## src/rtl/sev_pkg.sv

```systemverilog
package sev_pkg;

    // Compare mode codes; 6 and 7 are unused and never true.
    typedef enum logic [2:0] {
        EVM_OFF     = 3'd0,
        EVM_BELOW   = 3'd1,
        EVM_ABOVE   = 3'd2,
        EVM_MATCH   = 3'd3,
        EVM_INSIDE  = 3'd4,
        EVM_OUTSIDE = 3'd5
    } sev_mode_e;

    // Per-slot arming state.
    typedef enum logic {
        ARM_WAIT    = 1'b0,
        ARM_TRIPPED = 1'b1
    } sev_arm_e;

endpackage

```

## src/rtl/sev_cfg_bank.sv

```systemverilog
module sev_cfg_bank
    import sev_pkg::*;
#(
    parameter int NUM_SLOTS = 8,
    parameter int DATA_W    = 16,
    parameter int SEL_W     = 2,
    parameter int SLOT_W    = 3
) (
    input  logic                     clk,
    input  logic                     rst_n,
    input  logic                     cfg_we,
    input  logic [SLOT_W-1:0]        cfg_slot,
    input  logic [2:0]               cfg_mode,
    input  logic                     cfg_src_sens,
    input  logic [SEL_W-1:0]         cfg_sens_sel,
    input  logic                     cfg_irq_en,
    input  logic [DATA_W-1:0]        cfg_lo,
    input  logic [DATA_W-1:0]        cfg_hi,
    output sev_mode_e                mode_o   [NUM_SLOTS],
    output logic                     src_o    [NUM_SLOTS],
    output logic [SEL_W-1:0]         sel_o    [NUM_SLOTS],
    output logic [DATA_W-1:0]        lo_o     [NUM_SLOTS],
    output logic [DATA_W-1:0]        hi_o     [NUM_SLOTS],
    output logic [NUM_SLOTS-1:0]     ien_o,
    output logic [NUM_SLOTS-1:0]     rearm_o
);

    for (genvar g = 0; g < NUM_SLOTS; g++) begin : g_slot
        logic wr_this;
        assign wr_this    = cfg_we && (cfg_slot == SLOT_W'(g));
        assign rearm_o[g] = wr_this;

        always_ff @(posedge clk) begin
            if (!rst_n) begin
                mode_o[g]  <= EVM_OFF;
                src_o[g]   <= 1'b0;
                sel_o[g]   <= '0;
                lo_o[g]    <= '0;
                hi_o[g]    <= '0;
                ien_o[g]   <= 1'b0;
            end else if (wr_this) begin
                mode_o[g]  <= sev_mode_e'(cfg_mode);
                src_o[g]   <= cfg_src_sens;
                sel_o[g]   <= cfg_sens_sel;
                lo_o[g]    <= cfg_lo;
                hi_o[g]    <= cfg_hi;
                ien_o[g]   <= cfg_irq_en;
            end
        end
    end

endmodule

```

## src/rtl/sev_operand_sel.sv

```systemverilog
module sev_operand_sel
    import sev_pkg::*;
#(
    parameter int NUM_SLOTS = 8,
    parameter int NUM_SENS  = 4,
    parameter int DATA_W    = 16,
    parameter int SEL_W     = 2,
    parameter int SLOT_W    = 3
) (
    input  logic                         upd_valid,
    input  logic [SLOT_W-1:0]            upd_slot,
    input  logic [DATA_W-1:0]            upd_value,
    input  logic [NUM_SENS*DATA_W-1:0]   sensor_vals,
    input  sev_mode_e                    mode_i [NUM_SLOTS],
    input  logic                         src_i  [NUM_SLOTS],
    input  logic [SEL_W-1:0]             sel_i  [NUM_SLOTS],
    input  logic [DATA_W-1:0]            lo_i   [NUM_SLOTS],
    input  logic [DATA_W-1:0]            hi_i   [NUM_SLOTS],
    output sev_mode_e                    mode_o,
    output logic [DATA_W-1:0]            lo_o,
    output logic [DATA_W-1:0]            hi_o,
    output logic [DATA_W-1:0]            operand_o,
    output logic [NUM_SLOTS-1:0]         hit_o
);

    logic             src_s;
    logic [SEL_W-1:0] sel_s;
    logic [DATA_W-1:0] sens_s;

    // Pick the configuration of the slot being updated.
    always_comb begin
        mode_o = EVM_OFF;
        lo_o   = '0;
        hi_o   = '0;
        src_s  = 1'b0;
        sel_s  = '0;
        hit_o  = '0;
        for (int i = 0; i < NUM_SLOTS; i++) begin
            if (upd_slot == SLOT_W'(i)) begin
                mode_o   = mode_i[i];
                lo_o     = lo_i[i];
                hi_o     = hi_i[i];
                src_s    = src_i[i];
                sel_s    = sel_i[i];
                hit_o[i] = upd_valid;
            end
        end
    end

    // Raw sensor mux; an index beyond the sensor count reads zero.
    always_comb begin
        sens_s = '0;
        for (int k = 0; k < NUM_SENS; k++) begin
            if (sel_s == SEL_W'(k)) begin
                sens_s = sensor_vals[k*DATA_W +: DATA_W];
            end
        end
    end

    assign operand_o = src_s ? sens_s : upd_value;

endmodule

```

## src/rtl/sev_compare.sv

```systemverilog
module sev_compare
    import sev_pkg::*;
#(
    parameter int DATA_W = 16
) (
    input  sev_mode_e          mode,
    input  logic [DATA_W-1:0]  operand,
    input  logic [DATA_W-1:0]  lo,
    input  logic [DATA_W-1:0]  hi,
    output logic               cond
);

    logic signed [DATA_W-1:0] x_s;
    logic signed [DATA_W-1:0] lo_s;
    logic signed [DATA_W-1:0] hi_s;
    logic                     in_rng;

    assign x_s    = operand;
    assign lo_s   = lo;
    assign hi_s   = hi;
    assign in_rng = (x_s >= lo_s) && (x_s <= hi_s);

    always_comb begin
        unique case (mode)
            EVM_BELOW:   cond = (x_s < lo_s);
            EVM_ABOVE:   cond = (x_s > lo_s);
            EVM_MATCH:   cond = (x_s == lo_s);
            EVM_INSIDE:  cond = in_rng;
            EVM_OUTSIDE: cond = !in_rng;
            default:     cond = 1'b0;
        endcase
    end

endmodule

```

## src/rtl/sev_slot_arm.sv

```systemverilog
module sev_slot_arm
    import sev_pkg::*;
(
    input  logic     clk,
    input  logic     rst_n,
    input  logic     rearm,
    input  logic     hit,
    input  logic     cond,
    input  logic     clr,
    output sev_arm_e state,
    output logic     pend
);

    sev_arm_e st_q;
    sev_arm_e st_d;
    logic     fire;

    // State register
    always_ff @(posedge clk) begin
        if (!rst_n) st_q <= ARM_WAIT;
        else        st_q <= st_d;
    end

    // Next state
    always_comb begin
        st_d = st_q;
        unique case (st_q)
            ARM_WAIT:    if (hit && cond)  st_d = ARM_TRIPPED;
            ARM_TRIPPED: if (hit && !cond) st_d = ARM_WAIT;
        endcase
        if (rearm) st_d = ARM_WAIT;
    end

    assign fire = (st_q == ARM_WAIT) && hit && cond;

    // Output: pending bit, set has priority over clear
    always_ff @(posedge clk) begin
        if (!rst_n)    pend <= 1'b0;
        else if (fire) pend <= 1'b1;
        else if (clr)  pend <= 1'b0;
    end

    assign state = st_q;

endmodule

```

## src/rtl/sev_irq_gen.sv

```systemverilog
module sev_irq_gen
    import sev_pkg::*;
#(
    parameter int NUM_SLOTS = 8,
    parameter int NUM_SENS  = 4,
    parameter int DATA_W    = 16,
    localparam int SLOT_W   = (NUM_SLOTS > 1) ? $clog2(NUM_SLOTS) : 1,
    localparam int SEL_W    = (NUM_SENS > 1) ? $clog2(NUM_SENS) : 1
) (
    input  logic                         clk,
    input  logic                         rst_n,
    input  logic                         cfg_we,
    input  logic [SLOT_W-1:0]            cfg_slot,
    input  logic [2:0]                   cfg_mode,
    input  logic                         cfg_src_sens,
    input  logic [SEL_W-1:0]             cfg_sens_sel,
    input  logic                         cfg_irq_en,
    input  logic [DATA_W-1:0]            cfg_lo,
    input  logic [DATA_W-1:0]            cfg_hi,
    input  logic                         upd_valid,
    input  logic [SLOT_W-1:0]            upd_slot,
    input  logic [DATA_W-1:0]            upd_value,
    input  logic [NUM_SENS*DATA_W-1:0]   sensor_vals,
    input  logic                         clr_we,
    input  logic [NUM_SLOTS-1:0]         clr_mask,
    output logic [NUM_SLOTS-1:0]         pending,
    output logic                         irq
);

    sev_mode_e           mode_a [NUM_SLOTS];
    logic                src_a  [NUM_SLOTS];
    logic [SEL_W-1:0]    sel_a  [NUM_SLOTS];
    logic [DATA_W-1:0]   lo_a   [NUM_SLOTS];
    logic [DATA_W-1:0]   hi_a   [NUM_SLOTS];
    logic [NUM_SLOTS-1:0] ien;
    logic [NUM_SLOTS-1:0] rearm;

    sev_mode_e           cur_mode;
    logic [DATA_W-1:0]   cur_lo;
    logic [DATA_W-1:0]   cur_hi;
    logic [DATA_W-1:0]   cur_x;
    logic [NUM_SLOTS-1:0] hit;
    logic                cond;
    sev_arm_e            arm_st [NUM_SLOTS];

    sev_cfg_bank #(
        .NUM_SLOTS (NUM_SLOTS),
        .DATA_W    (DATA_W),
        .SEL_W     (SEL_W),
        .SLOT_W    (SLOT_W)
    ) u_cfg (
        .clk          (clk),
        .rst_n        (rst_n),
        .cfg_we       (cfg_we),
        .cfg_slot     (cfg_slot),
        .cfg_mode     (cfg_mode),
        .cfg_src_sens (cfg_src_sens),
        .cfg_sens_sel (cfg_sens_sel),
        .cfg_irq_en   (cfg_irq_en),
        .cfg_lo       (cfg_lo),
        .cfg_hi       (cfg_hi),
        .mode_o       (mode_a),
        .src_o        (src_a),
        .sel_o        (sel_a),
        .lo_o         (lo_a),
        .hi_o         (hi_a),
        .ien_o        (ien),
        .rearm_o      (rearm)
    );

    sev_operand_sel #(
        .NUM_SLOTS (NUM_SLOTS),
        .NUM_SENS  (NUM_SENS),
        .DATA_W    (DATA_W),
        .SEL_W     (SEL_W),
        .SLOT_W    (SLOT_W)
    ) u_sel (
        .upd_valid   (upd_valid),
        .upd_slot    (upd_slot),
        .upd_value   (upd_value),
        .sensor_vals (sensor_vals),
        .mode_i      (mode_a),
        .src_i       (src_a),
        .sel_i       (sel_a),
        .lo_i        (lo_a),
        .hi_i        (hi_a),
        .mode_o      (cur_mode),
        .lo_o        (cur_lo),
        .hi_o        (cur_hi),
        .operand_o   (cur_x),
        .hit_o       (hit)
    );

    sev_compare #(
        .DATA_W (DATA_W)
    ) u_cmp (
        .mode    (cur_mode),
        .operand (cur_x),
        .lo      (cur_lo),
        .hi      (cur_hi),
        .cond    (cond)
    );

    for (genvar g = 0; g < NUM_SLOTS; g++) begin : g_arm
        sev_slot_arm u_arm (
            .clk   (clk),
            .rst_n (rst_n),
            .rearm (rearm[g]),
            .hit   (hit[g]),
            .cond  (cond),
            .clr   (clr_we && clr_mask[g]),
            .state (arm_st[g]),
            .pend  (pending[g])
        );
    end

    assign irq = |(pending & ien);

endmodule

```

## config.mk

```make
export PLATFORM = sky130hd
export DESIGN_NAME = sev_irq_gen
export DESIGN_NICKNAME = d
export VERILOG_FILES = /design/src/rtl/sev_pkg.sv /design/src/rtl/sev_cfg_bank.sv /design/src/rtl/sev_operand_sel.sv /design/src/rtl/sev_compare.sv /design/src/rtl/sev_slot_arm.sv /design/src/rtl/sev_irq_gen.sv
export SDC_FILE = /design/constraint.sdc
export NUM_CORES = 1
export LEC_CHECK = 0
export BUFFER_PORTS_ARGS = -buffer_cell sky130_fd_sc_hd__buf_2
export CORE_MARGIN = 4
export CORE_UTILIZATION = 26
export DETAILED_ROUTE_END_ITERATION = 7
export PLACE_DENSITY = 0.48
export SLEW_MARGIN = 0
export SYNTH_ARGS = -nofsm -noshare
export SYNTH_HDL_FRONTEND = slang
export SYNTH_HIERARCHICAL = 1
export SYNTH_SLANG_ARGS = --single-unit
```

## constraint.sdc

```tcl
create_clock -name clk -period 5.3 [get_ports clk]
set_clock_uncertainty 0.2 [all_clocks]
set_input_delay 0 -clock clk [delete_from_list [all_inputs] [get_ports clk]]
set_output_delay 0 -clock clk [all_outputs]
set_load 0.02 [all_outputs]
```

==> flow_summary.ini, run 1 <==
[clock_tree]
clkLatencyLatePin_ps = 570
cts.path.max_buffers = 3
clkSinkCount = 328
cts-htree-levels = 2
cts_inserted_buffers = 38
cts-root-buf = clkbuf_16
cts_tree = built
clk_pin_slew_ps = 60

[floorplan]
die_area_um2 = 66500
die_w_um = 258
initial_core_util_pct = 26.3
core_um2 = 61700
rows = 91
io_pins = 147
die_h_um = 258

[power_and_ir_drop]
ir_worst_vdd_uv = 200
power_density_nw_per_um2 = 294
leakage_nw = 8.90

[worst_setup_path]
r2r_slack_ps = 440
crit_arrival_ps = 5100
reg2reg_from = u_cfg/sel_o[5]
required_ps = 5510
ff2ff_path_depth = 17
critPathLaunchType = input pin
critical_path.max_fanout = 32
critPathCaptureType = register
crit_type = input pin to register

[final_layout]
final_cells = 2756
multi_input_area_um2 = 8810
final_area_um2 = 19700
regArea_um2 = 6570
fin_nets = 2065
synthToLayoutAreaGrowth_pct = 21.2
antenna_cells = 0
fillers = 6394
drive_above_1_share_pct = 16.2

[synthesis]
synthArstFlopShare_pct = 0
syn_inst = 1725
yosysWarningCount = 6
synthFlopType = dfxtp_1
synth_top_cells_by_count = 450 x nand2_1, 391 x mux2i_1, 328 x dfxtp_1
synth_most_common_cell = nand2_1
synth-edff-count = 0
synth.cell_area_um2 = 16200
netlist.area_leader.share_pct = 40.4
synth_cell_types = 66
ys_seq_area_share_pct = 40.4
yosysTopAreaCell = dfxtp_1
ys_ff_latch = 328
avgSynthCellArea_um2 = 9.41
synth_top_cells_by_area = dfxtp_1 40%, mux2i_1 24%, nand2_1 10%
synth.net_count = 1895

[status]
outcome = complete, no violations

[sta]
fmax_mhz = 204
rsz0062_at_grt = false
tns_ps = 0
finalCritPeriodShare_pct = 92.3
layout_setup_ws_ps = 407
tightest_slew_ps = 1020
drv_slew = 0
relSlewSlack_pct = 32.0
fin_crit_ps = 4890
finalSetupViolCount = 0
final_hold_viol_count = 0

[worst_hold_path]
holdPathEnd = u_cfg/hi_o[125]
whs_path_depth = 4
hold_class = input pin to register
min-delay-start = cfg_slot[0]

[placement]
post-dp-hpwl_um = 32600
pre_cts_slack_ps = 74.9
dpl.cell_count = 2620
placed_area_um2 = 17700
place_congestion = 0.828
io_buffer_count = 146

[flow_run]
maxCapViolCount = 0

[global_route]
track_usage_pct = 14.8
grt_overflow_total = 0
grt_pass1_wl_um = 77800
grt_max_degree = 110
grt_pass1_vias = 12891
antenna_found_initial = 0

[drt]
first_pass_iters = 5
drt_iter0_markers = 664
vias_per_cell = 4.70
wl_per_cell_um = 18.5
drc = 0
vias = 12947
ant_nets = 0
wl_um = 50900
## cell usage in the layout (no fill, tap or decap), types with 3 or more instances in the layout
cell type,n
a211oi_1,4
nand4b_1,11
inv_1,41
a221o_1,11
nand3b_1,8
mux2i_1,391
clkbuf_8,11
a21oi_1,40
clkbuf_16,38
a22oi_1,4
nor3b_1,4
buf_4,46
dfxtp_1,328
and2_1,12
and3_1,4
nor3b_2,8
nand2_1,450
nor2b_1,6
a221oi_2,11
nand4_1,5
mux4_2,19
o211ai_1,3
a222oi_1,3
o21ai_0,32
nand3_1,3
buf_12,3
a22o_1,23
nor2_1,72
dlygate4sd3_1,72
o221ai_1,13
clkbuf_1,7
clkinv_2,4
a221oi_1,6
ha_1,32
a21o_1,5
buf_2,142
nand2b_1,5
## how the worst max path moves through the flow
stage                        start       end  slack (ps)  cells past startpoint
floorplan           u_cfg/sel_o[4]  register         920                     17
global placement    u_cfg/sel_o[1]  register         200                     16
detailed placement  u_cfg/sel_o[1]  register          70                     16
CTS                 u_cfg/sel_o[1]  register          40                     16
global route           upd_slot[1]  register         170                     21
finish                 upd_slot[1]  register         410                     21
## logic make-up after synthesis
family | Yosys count | share of synthesized area [%]
flip-flops | 328 | 40.4
adder cells (fa/ha/maj) | 32 | 2.47
buffers and inverters | 175 | 5.71
AND/OR/NAND/NOR | 609 | 16.4
multiplexers | 413 | 27.1
AO/OA/AOI/OAI | 168 | 7.88
## worst max-delay path, cell delays in order
cell and delay (ps):
dlygate4sd3_1 550, buf_4 230, buf_4 310, mux2i_1 220, nor2_1 50, a221oi_1 370
o21ai_4 90, buf_12 200, mux2i_1 180, a221oi_1 350, buf_4 170, ha_1 230
nor2b_1 140, o21ai_1 110, nand2_1 70, a2111oi_2 390, mux2_4 350, a221o_1 320
or3_4 470, mux2i_1 210, nor3b_2 60
## power breakdown
part	internal, W	switching (W)	total [W]
clock network	0.00153	0.00108	0.00262
registers	0.00252	0.0000250	0.00254
logic	0.000255	0.000376	0.000631
## registers in the layout, summed over array words and instances (netlist names), named ones only
signal and count:
u_cfg/src_o 8, g_arm.u_arm/pend 8, u_cfg/ien_o 8, u_cfg/lo_o 128, u_cfg/sel_o 16, u_cfg/hi_o 128, u_cfg/mode_o 24
## repair_timing
item	CTS	global route
endpoints found under the hold margin	328	0
hold buffers	72	0
gates resized for setup	0	2
setup buffers	0	0
endpoints found under the setup margin	0	13
## final cells by class
type	instances	share of cell area [%]
Multi-Input combinational cell	1222	44.8
Sequential cell	328	33.4
Timing Repair Buffer	264	9.41
Clock buffer	56	5.74
Tap cell	837	5.32
Inverter	41	0.782
Clock inverter	8	0.553
## per-layer routing
| metal | GRT usage (%) | vias to the layer above | share of wire [%] |
|---|---|---|---|
| li1 | - | 6303 | - |
| met1 | 20.9 | 6330 | 49 |
| met2 | 23.7 | 249 | 45 |
| met3 | 2.56 | 65 | 4.0 |
| met4 | 3.57 | 0 | 2.1 |
| met5 | 0 | - | 0 |
## stage by stage
stage,util (%),total power [W],hold slack (ps)
CTS,31.9,0.00586,146
finish,31.9,0.00579,159
global placement,28.7,0.00319,184
detailed placement,28.7,0.00320,181
global route,31.9,0.00601,171
floorplan,-,0.00298,-60.4
(Power assumes the default switching activity.)
==> run 2: changes to the inputs <==
--- a/config.mk
+++ b/config.mk
@@ -9,7 +9,6 @@
 export CORE_MARGIN = 4
 export CORE_UTILIZATION = 26
 export DETAILED_ROUTE_END_ITERATION = 7
-export PLACE_DENSITY = 0.48
 export SLEW_MARGIN = 0
 export SYNTH_ARGS = -nofsm -noshare
 export SYNTH_HDL_FRONTEND = slang
==> flow_summary.ini, run 2 (synthesized netlist as in run 1, its figures left out) <==
[status]
outcome = complete, no violations

[sta]
relSlewSlack_pct = 33.3
finalSetupViolCount = 0
tightest_slew_ps = 1000
rsz0062_at_grt = false
drv_slew = 0
finalCritPeriodShare_pct = 93.2
fmax_mhz = 203
fin_crit_ps = 4940
final_hold_viol_count = 0
tns_ps = 0

[clock_tree]
cts.path.max_buffers = 3
cts-root-buf = clkbuf_16
cts_tree = built
postCtsSetupRepairBufs = 0
cts_inserted_buffers = 35
clk_pin_slew_ps = 60
cts-htree-levels = 2
clkSinkCount = 328
clkLatencyLatePin_ps = 520

[global_route]
grt_pass1_vias = 13352
grt_overflow_total = 0
antenna_found_initial = 2
grt_pass1_wl_um = 76100
track_usage_pct = 14.2
grt_max_degree = 132

[worst_setup_path]
critPathSlowestCell = or3_4
critPathMostFrequentCell = mux2i_1
crit_arrival_ps = 5100
critPathCaptureType = register
critPathLaunchType = register
r2r_slack_ps = 360
cp_top_family = compound AO/OA/AOI/OAI gates
crit_type = register to register
critical_path.max_stage_delay_ps = 470
required_ps = 5460
worstPathCellList = nand2b_1 > a21o_1 > a221oi_4 > o21ai_4 > mux2i_1 > a221oi_2 > buf_4 > ha_1 > nor2b_1 > o21ai_1 > nand2_1 > a2111oi_2 > mux2_4 > a221o_1 > or3_4 > mux2i_1 > nor3b_2
critical_path.max_fanout = 16
path_buf_inv = 1

[flow_run]
maxCapViolCount = 0

[floorplan]
die_w_um = 258
initial_core_util_pct = 26.3
die_h_um = 258
core_um2 = 61700
io_pins = 147
die_area_um2 = 66500
rows = 91

[placement]
post-dp-hpwl_um = 31300
placed_area_um2 = 17600
io_buffer_count = 146
dpl.cell_count = 2613
place_congestion = 0.881

[final_layout]
final_common_cell = nand2_1
layout_common_cells = 450 x nand2_1, 391 x mux2i_1, 328 x dfxtp_1, 143 x buf_2, 72 x nor2_1
fin_nets = 2048
top_regs = u_cfg/hi_o x128, u_cfg/lo_o x128, u_cfg/mode_o x24
final_cells = 2739
post-route-util_pct = 31.5
final_area_um2 = 19500
drive_above_1_share_pct = 15.7
synthToLayoutAreaGrowth_pct = 19.9

[worst_hold_path]
hold_class = input pin to register

[power_and_ir_drop]
ir_worst_vdd_uv = 176
leakage_nw = 8.77
power_density_nw_per_um2 = 288
finalPower_w = 0.00560

[drt]
vias_per_cell = 4.79
drc = 0
wl_um = 49200
wl_per_cell_um = 17.9
first_pass_iters = 7
ant_nets = 0
vias = 13107
drt_iter0_markers = 931
[run 2: final cells by class]
cell class / count / area, um^2
fillers: 6352 / 42200
multi-input cells: 1223 / 8860
flip-flops and latches: 328 / 6570
repair buffers: 249 / 1720
well taps: 837 / 1050
clock buffers: 53 / 1010
inverters: 41 / 154
clock inverters: 7 / 100
diodes: 1 / 2.50
[run 2: path summary, 6_finish.rpt]
kind,from,to,cells past startpoint
setup / recovery,u_cfg/sel_o[4],register,17
hold reg to reg,u_cfg/hi_o[108],u_cfg/hi_o[108],2
setup reg to reg,u_cfg/sel_o[4],register,17
hold / removal,upd_slot[1],g_arm[0].u_arm/pend,5
[run 2: metal layers]
layer | global-route usage (%) | up-vias | part of all wire [%]
met4 | 3.53 | 2 | 2.4
met1 | 19.3 | 6443 | 46
met3 | 2.27 | 66 | 5.2
li1 | - | 6266 | -
met5 | 0 | - | 0.016
met2 | 23.5 | 330 | 47
[run 2: tightest hold or removal path, stage by stage]
cell	delay, ps
buf_4	160
buf_4	350
nor3b_1	130
nand4b_1	90
nand2_1	40
[run 2: timing repair]
action	CTS	global route
gates resized for setup	2	5
pin swaps	1	1
gates cloned	1	0
setup endpoints to repair	16	16
endpoints found under the hold margin	328	0
hold buffers	64	0
[run 2: stage by stage]
step                hold slack [ps]  worst slack, ps
CTS                             118             26.0
finish                          128              363
detailed placement              178             -159
global placement                192            -87.4
floorplan                     -60.4              925
global route                    154             49.9
[run 2: power by group]
part | internal, W | leakage, nW | switching (W)
Sequential | 0.00252 | 2.65 | 0.0000256
Clock | 0.00142 | 0.545 | 0.00101
Combinational | 0.000251 | 5.57 | 0.000375
